$ cat src/rtl/rotmask_pkg.sv
package rotmask_pkg;
  // source of the rotate amount
  typedef enum logic {
    AMT_IMM = 1'b0,
    AMT_REG = 1'b1
  } amt_src_e;

  // condition field layout, MSB first
  typedef struct packed {
    logic lt;
    logic gt;
    logic eq;
    logic so;
  } cond_t;
endpackage

$ cat src/rtl/rotmask_rotl.sv
// Logarithmic left rotator for one word.
module rotmask_rotl #(
  parameter int WORD  = 32,
  localparam int AMT_W = $clog2(WORD)
) (
  input  logic [WORD-1:0]  word_i,
  input  logic [AMT_W-1:0] amt_i,
  output logic [WORD-1:0]  rot_o
);
  logic [WORD-1:0] stage [AMT_W+1];

  assign stage[0] = word_i;

  generate
    for (genvar k = 0; k < AMT_W; k++) begin : g_stage
      localparam int STEP = 1 << k;
      assign stage[k+1] = amt_i[k]
        ? {stage[k][WORD-1-STEP:0], stage[k][WORD-1:WORD-STEP]}
        : stage[k];
    end
  endgenerate

  assign rot_o = stage[AMT_W];
endmodule

$ cat src/rtl/rotmask_maskgen.sv
// Begin/end mask with wrap, big-endian positions.
module rotmask_maskgen #(
  parameter int XLEN  = 64,
  localparam int WORD  = XLEN / 2,
  localparam int AMT_W = $clog2(WORD)
) (
  input  logic [AMT_W-1:0] mb_i,
  input  logic [AMT_W-1:0] me_i,
  output logic [XLEN-1:0]  mask_o
);
  logic            wrap;
  logic [WORD-1:0] word_mask;

  assign wrap = mb_i > me_i;

  generate
    for (genvar q = 0; q < WORD; q++) begin : g_pos
      localparam logic [AMT_W-1:0] POS = AMT_W'(q);
      logic at_or_after_b;
      logic at_or_before_e;
      assign at_or_after_b  = POS >= mb_i;
      assign at_or_before_e = POS <= me_i;
      assign word_mask[WORD-1-q] = wrap ? (at_or_after_b | at_or_before_e)
                                        : (at_or_after_b & at_or_before_e);
    end
  endgenerate

  assign mask_o = {{WORD{wrap}}, word_mask};
endmodule

$ cat src/rtl/rotmask_cond.sv
// Signed compare against zero plus summary overflow.
module rotmask_cond #(
  parameter int XLEN = 64
) (
  input  logic [XLEN-1:0] value_i,
  input  logic            so_i,
  input  logic            record_i,
  output logic            cr_we_o,
  output logic [3:0]      cr_o
);
  import rotmask_pkg::*;

  cond_t fld;
  logic  neg;
  logic  zero;

  always_comb begin
    neg  = value_i[XLEN-1];
    zero = (value_i == '0);
    fld  = '0;
    if (record_i) begin
      fld.lt = neg;
      fld.gt = !neg && !zero;
      fld.eq = zero;
      fld.so = so_i;
    end
  end

  assign cr_we_o = record_i;
  assign cr_o    = fld;
endmodule

$ cat src/rtl/rotmask_unit.sv
module rotmask_unit #(
  parameter int XLEN  = 64,
  localparam int WORD  = XLEN / 2,
  localparam int AMT_W = $clog2(WORD)
) (
  input  logic [XLEN-1:0]  src_i,
  input  logic [XLEN-1:0]  dst_old_i,
  input  logic [XLEN-1:0]  rb_i,
  input  logic [AMT_W-1:0] sh_i,
  input  logic             amt_sel_reg_i,
  input  logic [AMT_W-1:0] mb_i,
  input  logic [AMT_W-1:0] me_i,
  input  logic             insert_i,
  input  logic             record_i,
  input  logic             so_i,
  output logic [XLEN-1:0]  result_o,
  output logic             cr_we_o,
  output logic [3:0]       cr_o
);
  import rotmask_pkg::*;

  logic [AMT_W-1:0] amount;
  logic [WORD-1:0]  rot_word;
  logic [XLEN-1:0]  rot_dbl;
  logic [XLEN-1:0]  mask;
  logic [XLEN-1:0]  merged;

  always_comb begin
    unique case (amt_src_e'(amt_sel_reg_i))
      AMT_REG: amount = rb_i[AMT_W-1:0];
      default: amount = sh_i;
    endcase
  end

  rotmask_rotl #(.WORD(WORD)) u_rotl (
    .word_i (src_i[WORD-1:0]),
    .amt_i  (amount),
    .rot_o  (rot_word)
  );

  assign rot_dbl = {rot_word, rot_word};

  rotmask_maskgen #(.XLEN(XLEN)) u_mask (
    .mb_i   (mb_i),
    .me_i   (me_i),
    .mask_o (mask)
  );

  always_comb begin
    if (insert_i) merged = (rot_dbl & mask) | (dst_old_i & ~mask);
    else          merged = rot_dbl & mask;
  end

  assign result_o = merged;

  rotmask_cond #(.XLEN(XLEN)) u_cond (
    .value_i  (merged),
    .so_i     (so_i),
    .record_i (record_i),
    .cr_we_o  (cr_we_o),
    .cr_o     (cr_o)
  );
endmodule

$ cat config.mk
export PLATFORM = sky130hd
export DESIGN_NAME = rotmask_unit
export DESIGN_NICKNAME = d
export VERILOG_FILES = /design/src/rtl/rotmask_pkg.sv /design/src/rtl/rotmask_rotl.sv /design/src/rtl/rotmask_maskgen.sv /design/src/rtl/rotmask_cond.sv /design/src/rtl/rotmask_unit.sv
export SDC_FILE = /design/constraint.sdc
export NUM_CORES = 1
export LEC_CHECK = 0
export BUFFER_PORTS_ARGS = -buffer_cell sky130_fd_sc_hd__buf_2
export CORE_AREA = 2 2 108 110
export DETAILED_ROUTE_END_ITERATION = 10
export DIE_AREA = 0 0 110 112
export GPL_ROUTABILITY_DRIVEN = 1
export GPL_TIMING_DRIVEN = 0
export MAX_ROUTING_LAYER = met4
export PLACE_DENSITY = 0.85
export SLEW_MARGIN = 0
export SYNTH_ARGS = -nofsm -noshare
export SYNTH_HDL_FRONTEND = slang
export SYNTH_SLANG_ARGS = --single-unit
export TNS_END_PERCENT = 5
$ cat constraint.sdc
create_clock -name vclk -period 9.9
set_input_delay 1.485 -clock vclk [all_inputs]
set_output_delay 1.485 -clock vclk [all_outputs]
set_load 0.03 [all_outputs]
### After elaboration in Yosys (flattened, before gate mapping)

Index checks and enable logic that the tools add are counted.

| storage, ports and cells | value |
|---|---|
| output and inout port bits | 69 |
| input bits | 211 |
| flip-flop bits (word level) | 0 |
| word-level logic and storage cells | 177 |

| cells by class | value |
|---|---|
| magnitude comparators | 65 |
| reduce and logical (&&, ||, !) cells | 4 |
| bitwise logic cells | 68 |
| multiplexer cells | 40 |

Operator list:

| kind | number |
|---|---|
| $mux W32 | 5 |
| $and A64 B64 Y64 | 2 |
| $ge A5 B5 Y1 const A | 16 |
| $le A5 B5 Y1 const A | 16 |
| $logic_not A64 Y1 | 1 |
| $mux W64 | 1 |
| $not A64 Y64 | 1 |
| $or A64 B64 Y64 | 1 |
| $ge A4 B5 Y1 const A | 8 |
| $le A4 B5 Y1 const A | 8 |
| $and A1 B1 Y1 | 32 |
| $mux W1 | 32 |
| $or A1 B1 Y1 | 32 |
| $ge A3 B5 Y1 const A | 4 |
| $le A3 B5 Y1 const A | 4 |
| $ge A1 B5 Y1 const A | 2 |
| $ge A2 B5 Y1 const A | 2 |
| $le A1 B5 Y1 const A | 2 |
| $le A2 B5 Y1 const A | 2 |
| $gt A5 B5 Y1 | 1 |
| $mux W5 | 1 |
| $mux W4 | 1 |
| $logic_not A1 Y1 | 2 |
| $logic_and A1 B1 Y1 | 1 |

### Logic depth before layout (Yosys ltp)

| depth | value |
|---|---|
| word-level depth | 13 |
| mapped depth | 15 |
| gate-level depth less buffers | 12 |

### Cells and area by module

A second synthesis with hierarchy kept.

| unflattened totals | value |
|---|---|
| cells, all modules | 522 |
| area total of the unflattened synthesis | 4306.6 um^2 |

By module, submodules not included:

| module | times used | seq. area each (um^2) | cells an instance | area each (um^2) |
|---|---|---|---|---|
| rotmask_rotl | 1 | 0.0 | 116 | 1948.1 |
| rotmask_maskgen | 1 | 0.0 | 176 | 1226.2 |
| rotmask_unit | 1 | 0.0 | 204 | 935.9 |
| rotmask_cond | 1 | 0.0 | 26 | 196.4 |

### Least setup slack after synthesis

No wires, ideal clock.

| path | value |
|---|---|
| kind | input -> output |
| start point | in me_i[1] |
| end point | out cr_o[2] |
| slack | 3.065 ns |
| required time | 8.415 ns |
| buffers on the path | 3 |
| cell stages on the path | 15 |
| arrival time | 5.350 ns |
| cell sequence | clkbuf_1 -> inv_1 -> ha_1 -> nor2b_1 -> o21a_1 -> o21ai_0 -> a21o_1 -> clkbuf_1 -> clkbuf_1 -> a221oi_1 -> a21oi_1 -> mux2i_1 -> a2111oi_0 -> and4_1 -> a211oi_1 |

| between the ends | value |
|---|---|
| word-level cells in the longest chain between the ends | 11 |
| elaborated cells on any way between the ends | 139 |
| those cells by class | order compare: 33; mux: 34; bitwise: 68; reduce/logical: 4 |

Ends and longest elaborated chain:

| element | line | source |
|---|---|---|
| from (decl) | rotmask_unit.sv:12 | `input logic [AMT_W-1:0] me_i,` |
| $le A4 B5 Y1 | rotmask_maskgen.sv:22 | `assign at_or_before_e = POS <= me_i;` |
| $and A1 B1 Y1 or $or A1 B1 Y1 (tied branches) | rotmask_maskgen.sv:24, rotmask_maskgen.sv:23 |  |
| $mux W1 (*) | rotmask_maskgen.sv:23 | `assign word_mask[WORD-1-q] = wrap ? (at_or_after_b \| at_or_before_e)` |
| $not A64 Y64 | rotmask_unit.sv:50 | `if (insert_i) merged = (rot_dbl & mask) \| (dst_old_i & ~mask);` |
| $and A64 B64 Y64 | rotmask_unit.sv:50 |  |
| $or A64 B64 Y64 | rotmask_unit.sv:50 |  |
| $mux W64 (*) | rotmask_unit.sv:50 |  |
| via result_o[23] | rotmask_unit.sv:16 | `output logic [XLEN-1:0] result_o,` |
| $logic_not A64 Y1 (*) | rotmask_cond.sv:19 | `zero = (value_i == '0);` |
| $logic_not A1 Y1 (*) | rotmask_cond.sv:23 | `fld.gt = !neg && !zero;` |
| $logic_and A1 B1 Y1 (*) | rotmask_cond.sv:23 |  |
| $mux W4 (*) | rotmask_cond.sv:21 | `if (record_i) begin` |
| to (decl) | rotmask_unit.sv:18 | `output logic [3:0] cr_o` |

Mark *: on every way through the listed nets, which the timed path passes. The rest lies on a longest branch.

### Final worst setup path

| path | value |
|---|---|
| start point | in me_i[1] |
| end point | out cr_o[1] |

| between the ends | value |
|---|---|
| word-level cells in the longest chain between the ends | 9 |
| elaborated cells on any way between the ends | 136 |
| those cells by class | order compare: 33; mux: 34; bitwise: 68; reduce/logical: 1 |

Ends and longest elaborated chain:

| element | line |
|---|---|
| $le A5 B5 Y1 (tied with other cells) | rotmask_maskgen.sv:22 |
| $and A1 B1 Y1 or $or A1 B1 Y1 (tied branches) | rotmask_maskgen.sv:24, rotmask_maskgen.sv:23 |
| $mux W1 | rotmask_maskgen.sv:23 |
| $not A64 Y64 | rotmask_unit.sv:50 |
| $and A64 B64 Y64 | rotmask_unit.sv:50 |
| $or A64 B64 Y64 | rotmask_unit.sv:50 |
| $mux W64 (*) | rotmask_unit.sv:50 |
| $logic_not A64 Y1 (*) | rotmask_cond.sv:19 |
| $mux W4 (*) | rotmask_cond.sv:21 |

Mark *: on every way between the ends. The rest lies on a longest branch, timed or not.

==> key figures <==
Status
  • Status: finished clean

Final layout
  • Num sequential: 0
  • FF+latch area: 0 um^2
  • Layout cells sized above 1: 0.2546
  • Area occupied by multi-input gates: approximately 3800 um^2
  • Nets: 1082
  • Area grow syn2layout: 27.01%
  • Number of non-filler instances in the completed layout: 1007
  • Core Util, Final: 0.4713
  • Inserted Diodes: 0
  • Fill count: 1217
  • Clock buffer cells: 0

Floorplanning
  • Core Region: about 11000 um^2
  • Die ar.: about 12000 um^2
  • Std-Cell Rows: 39
  • Die Y: 112 um
  • Starting Density: 0.3711
  • Die X: 110 um
  • I/O pin total: between 200 and 300

Setup path
  • CP arrival: 5970 ps
  • CP max stage cell: nor4_1
  • CP startpoint kind: primary input
  • CP Capture Type: primary output
  • CP Cell Sequence: buf_2, clkbuf_1, inv_1, ha_1, nor2b_1, o21a_1, o21ai_0, a21oi_1, clkbuf_1, clkbuf_1, a31oi_1, or4b_1, nor4_1, o2111a_1, and3_1, buf_2
  • Worst endpoint required time: 8420 ps
  • Worst path bufs/invs: 6
  • Cell family with most CP delay: buffers and inverters
  • Most used cell, CP: clkbuf_1
  • Critical path peak fanout: 10
  • Crit-path max cell delay: 610 ps
  • Worst setup path class: in -> out

Yosys
  • Top-area cell type share of the netlist area: 0.1171
  • Mean post-synth cell area: 6.134 um^2
  • Library cells used by synthesis: ~50
  • Top-count cell post-synth: nand3_1
  • Synth area leader: nand3_1
  • YS warnings: 0
  • Most frequent cells after synthesis: nand3_1, nand2_1, a22oi_1
  • Post-Syn Area: 4146 um^2
  • Synth Instances: 676
  • Syn nets: 892
  • Seq/Total Area, Yosys: 0
  • Main area contributors after synthesis: nand3_1, a22oi_1, mux2i_1

Global routing
  • GRT Util Overall: 0.3416
  • Total gr overflow: 0
  • Vias in the first global route: 5832
  • Global-route wire length before repair: 32430 um
  • Pin count of the biggest net entering global routing: 11
  • Initial antenna violation count: 0

Placement
  • Hpwl dp: 17630 um
  • PortBufs: 188
  • Placed cell count: 1007
  • Pre-CTS setup slack: 2642 ps
  • GP Congestion: approximately 1.0

Routing
  • Drt via density: 6.673
  • ANT nets after route: 0
  • 1st-pass router iterations: 6
  • Vias: 6720
  • 1st-iter DRT viols: 1098
  • WL per Instance: 21.40 um
  • Drc violations: 0
  • Final WL: 21550 um

Clock network
  • CTS resizes: 0
  • Post-CTS Setup Bufs: 0
  • Hold Buf Count CTS: 0

STA
  • Fmax: 0.1341 GHz
  • Final period util: 0.7530
  • Fin. max-slew vios: 0
  • Fin. Hold Viols: 0
  • Final setup viols: 0
  • Min Tclk post-route: 7455 ps
  • RSZ-0062 raised after global routing: false
  • Rel. slew slack: 0.4972
  • Final worst setup slack: around 2400 ps
  • Setup TNS Final: 0 ps
  • Worst-Margin Slew: 733.3 ps

Power and ir drop
  • Pwr Density: 105.1 nW/um^2
  • P_leak: about 2.5 nW
  • Maximum VDD drop: 0.00006093 V

Min path
  • Hold WC Path Type: in -> out

Flow run
  • Max Cap Violations: 0
-- worst min-delay path, stage by stage --
cell	delay, ps
buf_2	90
nand2_1	50
mux2i_1	70
buf_2	180
-- path summary, 6_finish.rpt --
kind	endpoint	cells past startpoint	slack [ps]	start
min	result_o[9]	4	3360	dst_old_i[9]
max	cr_o[1]	16	2440	me_i[1]
-- report_power, final --
part | internal [mW] | switching [mW]
registers | 0 | 0
clock network | 0 | 0
logic | 0.168 | 0.385
-- stage by stage --
step                total power [mW]  hold WS [ps]  cell area [um^2]
floorplan                     0.3574          3102              4146
global placement              0.5351          3344              5266
detailed placement            0.5329          3350              5266
CTS                           0.5348          3353              5266
global route                  0.5814          3369              5266
finish                        0.5536          3357              5266
-- layer usage --
layer / vias up / part of all wire / GRT usage
met3: 86 / 0.11 / 0.04157
met2: 546 / 0.45 / 0.5264
met5: - / 0 / -
met1: 3087 / 0.41 / 0.4757
met4: 0 / 0.034 / 0.07173
li1: 3001 / - / -
-- cells by family after synthesis --
logic type | after synthesis | share of synthesized area
and+or+nand+nor | 294 | 0.3500
AOI/OAI and AO/OA | 224 | 0.3594
buffers and inverters | 73 | 0.07544
muxes | 54 | 0.1373
adders and majority gates | 31 | 0.07785
-- cell type report --
class	count	area share
Inverter	18	0.01283
Buffer	55	0.04657
Multi-Input combinational cell	603	0.7280
Timing Repair Buffer	188	0.1787
Tap cell	143	0.03397
-- cell usage in the layout (no fill, tap or decap), types with 19 or more instances in the layout --
master	synthesis	routed
a21oi_1	25	25
o22ai_1	23	23
buf_2	4	192
o21ai_0	50	50
nand2_1	78	78
maj3_1	26	26
a22oi_1	64	64
nand3_1	97	97
clkbuf_1	45	45
nor2_1	35	35
mux2i_1	41	41
o211ai_1	19	19
Note: power is estimated with default switching activity, not from simulation.
